===== config.mk =====
export PLATFORM = sky130hd
export DESIGN_NAME = dds_word_loader
export DESIGN_NICKNAME = d
export VERILOG_FILES = /design/src/rtl/dds_ldr_pkg.sv /design/src/rtl/dds_edge_sync.sv /design/src/rtl/dds_word_assembler.sv /design/src/rtl/dds_phase_core.sv /design/src/rtl/dds_word_loader.sv
export SDC_FILE = /design/constraint.sdc
export NUM_CORES = 1
export LEC_CHECK = 0
export ABC_AREA = 1
export BUFFER_PORTS_ARGS = -buffer_cell sky130_fd_sc_hd__buf_4
export CAP_MARGIN = 5
export CORE_MARGIN = 3
export CORE_UTILIZATION = 60
export DETAILED_ROUTE_END_ITERATION = 8
export PLACE_DENSITY = 0.84
export REMOVE_ABC_BUFFERS = 1
export SYNTH_ARGS = -nofsm -noshare
export SYNTH_HDL_FRONTEND = slang
export SYNTH_SLANG_ARGS = --single-unit

===== constraint.sdc =====
create_clock -name clk_i -period 1.9 [get_ports clk_i]
set_input_delay 0.285 -clock clk_i [delete_from_list [all_inputs] [get_ports clk_i]]
set_output_delay 0.285 -clock clk_i [all_outputs]
set_load 0.05 [all_outputs]

===== src/rtl/dds_ldr_pkg.sv =====
package dds_ldr_pkg;

  // Control byte field positions (decoded by the phase core).
  localparam int MULT_BIT  = 0;
  localparam int MODE_LSB  = 1;
  localparam int MODE_W    = 2;
  localparam int OFS_LSB   = 3;
  localparam int OFS_W     = 5;

  localparam logic [MODE_W-1:0] SERIAL_KEY = 2'b11;

  typedef enum logic {
    LOAD_PAR = 1'b0,
    LOAD_SER = 1'b1
  } load_mode_t;

endpackage


===== src/rtl/dds_edge_sync.sv =====
module dds_edge_sync #(
  parameter int STAGES = 2
) (
  input  logic clk_i,
  input  logic rst_i,
  input  logic async_i,
  output logic rise_o
);

  logic [STAGES-1:0] sync_q;
  logic              last_q;

  generate
    if (STAGES == 1) begin : g_one
      always_ff @(posedge clk_i) begin
        if (rst_i) sync_q <= '0;
        else       sync_q <= async_i;
      end
    end else begin : g_chain
      always_ff @(posedge clk_i) begin
        if (rst_i) sync_q <= '0;
        else       sync_q <= {sync_q[STAGES-2:0], async_i};
      end
    end
  endgenerate

  always_ff @(posedge clk_i) begin
    if (rst_i) last_q <= 1'b0;
    else       last_q <= sync_q[STAGES-1];
  end

  assign rise_o = sync_q[STAGES-1] & ~last_q;

  // a detected edge lasts exactly one system clock
  p_one_pulse_r11: assert property (@(posedge clk_i) disable iff (rst_i)
    rise_o |=> !rise_o);

endmodule


===== src/rtl/dds_word_assembler.sv =====
module dds_word_assembler
  import dds_ldr_pkg::*;
#(
  parameter int FREQ_W = 32,
  parameter int CTRL_W = 8,
  parameter int BYTE_W = 8
) (
  input  logic                       clk_i,
  input  logic                       rst_i,
  input  logic                       load_i,
  input  logic                       clear_i,
  input  load_mode_t                 mode_i,
  input  logic [BYTE_W-1:0]          data_i,
  output logic [FREQ_W+CTRL_W-1:0]   hold_o
);

  localparam int HOLD_W = FREQ_W + CTRL_W;
  localparam int NBYTES = HOLD_W / BYTE_W;
  localparam int CNT_W  = $clog2(NBYTES);
  localparam logic [CNT_W-1:0] LAST_IDX = CNT_W'(NBYTES - 1);

  logic [HOLD_W-1:0] hold_q;
  logic [CNT_W-1:0]  cnt_q;
  logic [NBYTES-1:0] lane_we;
  logic              par_load;
  logic              ser_load;

  assign par_load = load_i && (mode_i == LOAD_PAR);
  assign ser_load = load_i && (mode_i == LOAD_SER);

  generate
    for (genvar b = 0; b < NBYTES; b++) begin : g_lane
      assign lane_we[b] = par_load && (cnt_q == CNT_W'(b));
    end
  endgenerate

  // Holding register: no reset, survives a core reset.
  always_ff @(posedge clk_i) begin
    if (ser_load) begin
      hold_q <= {data_i[BYTE_W-1], hold_q[HOLD_W-1:1]};
    end else begin
      for (int b = 0; b < NBYTES; b++) begin
        if (lane_we[b])
          hold_q[HOLD_W-1-BYTE_W*b -: BYTE_W] <= data_i;
      end
    end
  end

  always_ff @(posedge clk_i) begin
    if (rst_i || clear_i)
      cnt_q <= '0;
    else if (par_load)
      cnt_q <= (cnt_q == LAST_IDX) ? '0 : cnt_q + 1'b1;
  end

  assign hold_o = hold_q;

  // byte position never leaves the word
  p_cnt_range_r2: assert property (@(posedge clk_i) disable iff (rst_i)
    cnt_q <= LAST_IDX);

  // update returns the position to the control byte
  p_cnt_clear_r3: assert property (@(posedge clk_i) disable iff (rst_i)
    clear_i |=> cnt_q == '0);

endmodule


===== src/rtl/dds_phase_core.sv =====
module dds_phase_core
  import dds_ldr_pkg::*;
#(
  parameter int FREQ_W  = 32,
  parameter int CTRL_W  = 8,
  parameter int PHASE_W = 14
) (
  input  logic                      clk_i,
  input  logic                      rst_i,
  input  logic                      update_i,
  input  logic [FREQ_W+CTRL_W-1:0]  hold_i,
  output logic [FREQ_W-1:0]         freq_o,
  output logic [CTRL_W-1:0]         ctrl_o,
  output logic [PHASE_W-1:0]        phase_o,
  output logic                      mult_en_o,
  output load_mode_t                mode_o
);

  localparam int PAD_W = PHASE_W - OFS_W;

  logic [FREQ_W-1:0]  freq_q;
  logic [CTRL_W-1:0]  ctrl_q;
  logic [FREQ_W-1:0]  acc_q;
  logic [PHASE_W-1:0] phase_q;
  load_mode_t         mode_q;

  logic [FREQ_W-1:0]  hold_freq;
  logic [CTRL_W-1:0]  hold_ctrl;
  logic [PHASE_W-1:0] ofs_ext;
  logic               key_hit;

  assign hold_freq = hold_i[FREQ_W-1:0];
  assign hold_ctrl = hold_i[FREQ_W+CTRL_W-1:FREQ_W];
  assign key_hit   = hold_ctrl[MODE_LSB +: MODE_W] == SERIAL_KEY;
  assign ofs_ext   = {ctrl_q[OFS_LSB +: OFS_W], {PAD_W{1'b0}}};

  always_ff @(posedge clk_i) begin
    if (rst_i) begin
      freq_q <= '0;
      ctrl_q <= '0;
      mode_q <= LOAD_PAR;
    end else if (update_i) begin
      freq_q <= hold_freq;
      ctrl_q <= hold_ctrl;
      if (mode_q == LOAD_PAR && key_hit)
        mode_q <= LOAD_SER;
    end
  end

  always_ff @(posedge clk_i) begin
    if (rst_i) begin
      acc_q   <= '0;
      phase_q <= '0;
    end else begin
      acc_q   <= acc_q + freq_q;
      phase_q <= acc_q[FREQ_W-1 -: PHASE_W] + ofs_ext;
    end
  end

  assign freq_o    = freq_q;
  assign ctrl_o    = ctrl_q;
  assign phase_o   = phase_q;
  assign mult_en_o = ctrl_q[MULT_BIT];
  assign mode_o    = mode_q;

  // active words only move on an update
  p_active_hold_r4: assert property (@(posedge clk_i) disable iff (rst_i)
    !update_i |=> $stable(freq_q) && $stable(ctrl_q));

  // accumulator advances by the active word each clock
  p_acc_step_r9: assert property (@(posedge clk_i) disable iff (rst_i)
    1'b1 |=> acc_q == $past(acc_q) + $past(freq_q));

  // serial mode is left only through reset
  p_serial_sticky_r7: assert property (@(posedge clk_i) disable iff (rst_i)
    mode_q == LOAD_SER |=> mode_q == LOAD_SER);

endmodule


===== src/rtl/dds_word_loader.sv =====
module dds_word_loader
  import dds_ldr_pkg::*;
#(
  parameter int FREQ_W      = 32,
  parameter int CTRL_W      = 8,
  parameter int BYTE_W      = 8,
  parameter int PHASE_W     = 14,
  parameter int SYNC_STAGES = 2
) (
  input  logic               clk_i,
  input  logic               rst_i,
  input  logic               wclk_i,
  input  logic               fqud_i,
  input  logic [BYTE_W-1:0]  data_i,
  output logic [FREQ_W-1:0]  freq_o,
  output logic [CTRL_W-1:0]  ctrl_o,
  output logic [PHASE_W-1:0] phase_o,
  output logic               mult_en_o,
  output logic               serial_mode_o
);

  localparam int HOLD_W = FREQ_W + CTRL_W;

  logic              load_rise;
  logic              upd_rise;
  logic [HOLD_W-1:0] hold;
  load_mode_t        mode;

  dds_edge_sync #(.STAGES(SYNC_STAGES)) i_load_sync (
    .clk_i   (clk_i),
    .rst_i   (rst_i),
    .async_i (wclk_i),
    .rise_o  (load_rise)
  );

  dds_edge_sync #(.STAGES(SYNC_STAGES)) i_upd_sync (
    .clk_i   (clk_i),
    .rst_i   (rst_i),
    .async_i (fqud_i),
    .rise_o  (upd_rise)
  );

  dds_word_assembler #(
    .FREQ_W (FREQ_W),
    .CTRL_W (CTRL_W),
    .BYTE_W (BYTE_W)
  ) i_asm (
    .clk_i   (clk_i),
    .rst_i   (rst_i),
    .load_i  (load_rise),
    .clear_i (upd_rise),
    .mode_i  (mode),
    .data_i  (data_i),
    .hold_o  (hold)
  );

  dds_phase_core #(
    .FREQ_W  (FREQ_W),
    .CTRL_W  (CTRL_W),
    .PHASE_W (PHASE_W)
  ) i_core (
    .clk_i     (clk_i),
    .rst_i     (rst_i),
    .update_i  (upd_rise),
    .hold_i    (hold),
    .freq_o    (freq_o),
    .ctrl_o    (ctrl_o),
    .phase_o   (phase_o),
    .mult_en_o (mult_en_o),
    .mode_o    (mode)
  );

  assign serial_mode_o = (mode == LOAD_SER);

endmodule


==> metrics.yaml <==
clocking:
  clock_sinks: 136
  clk_pin_slew_worst_paths_ns: 0.06
  htreeDepth: 4
  clk_path_buf_depth: 2
  cts_buffers: 17
  clk_latency_ns: 0.43
  cts_tree: "built"
  root_buffer: "clkbuf_16"
  cts_setup_buffers: 0
sta:
  fmax_ghz: 0.5593
  slew_viol_final: 0
  fin_crit_sh_pct: 94.11
  skew_ns: 0.006529
  rsz0062_at_grt: "yes"
  worst_pin_slew_ns: 0.9600
  finalSetupViolations: 0
  fin_crit_ns: 1.788
  slew_headroom_pct: 35.93
  tns_ns: 0
  timing.hold.ws_ns: 0.04391
  hold_violations: 0
critical_path:
  crit_fanout: 4
  required_ns: 2.26
  rrSetupSlack_ns: 0.11
  r2r-end: "i_core.acc_q[22]"
  reg2regPathDepth: 12
  r2r_start: "i_core.freq_o[0]"
  startpoint: "i_core.freq_o[0]"
  crit_path_start_kind: "flip-flop"
  criticalPathCategory: "reg2reg"
  cp_data_arrival_time_ns: 2.15
  crit_path_end: "i_core.acc_q[22]"
  cp-end-kind: "flip-flop"
global_routing:
  grt_max_degree: 71
  globalRoute.totalOverflow: 0
  grt_pass1_vias: 6415
  grt_usage_pct: 31.21
  antenna_found_initial: 0
  grt_pass1_wl_microns: 31900
synthesis:
  synth.area.top_cells: "dfxtp_1 27%, edfxtp_1 17%, nand2_1 14%"
  post-synth-top-count-cell: "nand2_1"
  synth-seq-cells: 136
  yosys.area.top_type_share_pct: 26.90
  yosys_warnings: 0
  synthTopCellsByCount: "260 x nand2_1, 158 x nor2_1, 140 x inv_1, 96 x dfxtp_1, 66 x nand3_1"
  synth_edf_count: 40
  yosysSeqAreaShare_pct: 43.72
  synth_area_leader_cell: "dfxtp_1"
  synth_cells: 995
  synthArstFlopShare_pct: 0
  synth_cell_type_count: 31
  syn_area_sq_um: 7143
  syn_area_per_cell_sq_um: 7.179
  synth_top_flop_cell: "dfxtp_1"
layout:
  multi_input_area_sq_um: 3492
  final_nets: 1129
  antennaDiodeCount: 0
  seq_area_sq_um: 3128
  final_core_util_pct: 75.04
  area_delta_synth_final_pct: 20.98
  fillCellCount: 892
  drive_gt1_share_pct: 16.27
die:
  io_pins: 68
  fp.dieH_microns: 115.1
  initial_core_util_pct: 62.03
  core_sq_um: 11520
  row_count: 39
  die_w_microns: 115.1
  die_area_sq_um: 13250
placed_design:
  dp_hpwl_microns: 13940
  gp_congestion: 0.9119
  io_buffers: 67
hold_path:
  hp-class: "in2reg"
detailed_routing:
  drt_wl_total_microns: 19820
  num_vias: 6726
  drt_iter0_drc: 556
  wl_per_cell_microns: 16.10
  first_pass_iters: 6
  drc: 0
  via_per_inst: 5.464
  postRouteAntennaNets: 0
power:
  peakVddDrop_mv: 0.7411
  combPwrFrac_pct: 12.6
  p_leak_nw: 4.345
  power_frac_clock_pct: 45.4
  p_sw_share_pct: 26.31
  internal_power_mw: 5.647
  p_seq_share_pct: 42.0
  power.density_nw_per_um2: 886.7
  power.total_mw: 7.663
  switchingPower_mw: 2.017
job:
  cap_violations: 0
outcome:
  status: "complete, no violations"
cell families after synthesis:
| logic type | count (synthesis) | synth area share, % |
|---|---|---|
| simple gates | 525 | 30.41 |
| xor+xnor | 3 | 0.3679 |
| buf+inv | 171 | 9.266 |
| compound gates | 118 | 8.671 |
| fa+ha+maj | 42 | 7.567 |
| flops | 136 | 43.72 |
critical path, stage by stage, from the launching register on:
cell and delay (ns):
dfxtp_1 0.33, ha_2 0.23, fa_2 0.35, buf_4 0.15, nand2_1 0.07, nand3_2 0.08
nand2_1 0.09, nand2_2 0.09, nand2_1 0.10, nand2_1 0.05, nand2_1 0.05, inv_1 0.03
nor2_1 0.10
cell type report:
type	instances	area share (%)
Multi-Input combinational cell	688	40.41
Inverter	143	6.211
Clock buffer	22	5.617
Clock inverter	10	1.622
Sequential cell	136	36.20
Timing Repair Buffer	89	7.876
Tap cell	143	2.070
worst min path at each step:
| stage | from | end | slack, ns | cells after the start |
|---|---|---|---|---|
| after detailed placement | i_upd_sync.sync_q[0] | i_upd_sync.sync_q[1] | 0.41 | 2 |
| final | data_i[7] | i_asm.hold_o[39] | 0.04 | 1 |
| after CTS | data_i[7] | i_asm.hold_o[39] | 0.04 | 1 |
| after global placement | i_upd_sync.sync_q[0] | i_upd_sync.sync_q[1] | 0.39 | 2 |
| after floorplan | rst_i | i_core.phase_o[10] | 0.35 | 1 |
| after global routing | data_i[7] | i_asm.hold_o[39] | 0.04 | 1 |
per-stage QoR:
| step | cell area, sq um | worst slack, ns | cells |
|---|---|---|---|
| finish | 8642 | 0.1119 | 1231 |
| global route | 8642 | -0.03354 | 1231 |
| CTS | 8512 | 0.02838 | 1231 |
| detailed placement | 7880 | -0.003779 | 1199 |
| global placement | 7880 | -0.005647 | 1199 |
| floorplan | 7018 | -0.8281 | 967 |
sequential cells by signal, summed over array words and instances (netlist names):
name and flops:
i_asm.cnt_q 3, i_upd_sync.last_q 1, i_core.mode_o 1, i_load_sync.sync_q 2, i_core.freq_o 32, i_core.ctrl_o 8, i_asm.hold_o 40, i_core.phase_o 14
i_load_sync.last_q 1, i_upd_sync.sync_q 2, i_core.acc_q 32
timing repair:
action,4_1_cts,5_1_grt
gates resized for setup,2,29
setup endpoints to repair,5,18
hold buffers,0,0
pin swaps,0,0
cells in the final DEF, fill, tap and decap left out, types with 2 or more instances in the layout:
cell type	count
nor3_1	3
dfxtp_1	92
inv_1	140
nor3_2	4
a21oi_2	5
nand3_1	63
nand3_2	7
dfxtp_2	4
clkbuf_16	18
clkinv_4	2
clkbuf_8	2
ha_4	5
xnor2_1	3
nand2_1	257
inv_2	3
buf_4	88
nand2_2	15
bufinv_16	3
nand4_1	5
edfxtp_1	40
nor2_2	10
o21a_1	2
nor2_1	155
a21oi_1	48
clkbuf_1	2
and2_1	5
o21ai_0	55
o21bai_1	3
ha_1	31
clkinvlp_4	2
ha_2	4
power groups by stage:
stage	registers [mW]	clock network [mW]	logic, mW
after detailed placement	3.26	0	0.929
after global routing	3.23	3.62	1.07
after floorplan	3.45	0	0.421
after CTS	3.21	3.50	0.941
final	3.22	3.48	0.969
after global placement	3.26	0	0.910
layer usage:
layer | wire length (microns) | GRT usage (%) | vias up
met4 | 519 | 10.88 | 0
met2 | 9542 | 51.31 | 286
met1 | 8164 | 40.50 | 3094
met5 | 0 | 0 | -
li1 | - | - | 3300
met3 | 1592 | 7.316 | 46
Power figures use the tool's default switching activity.
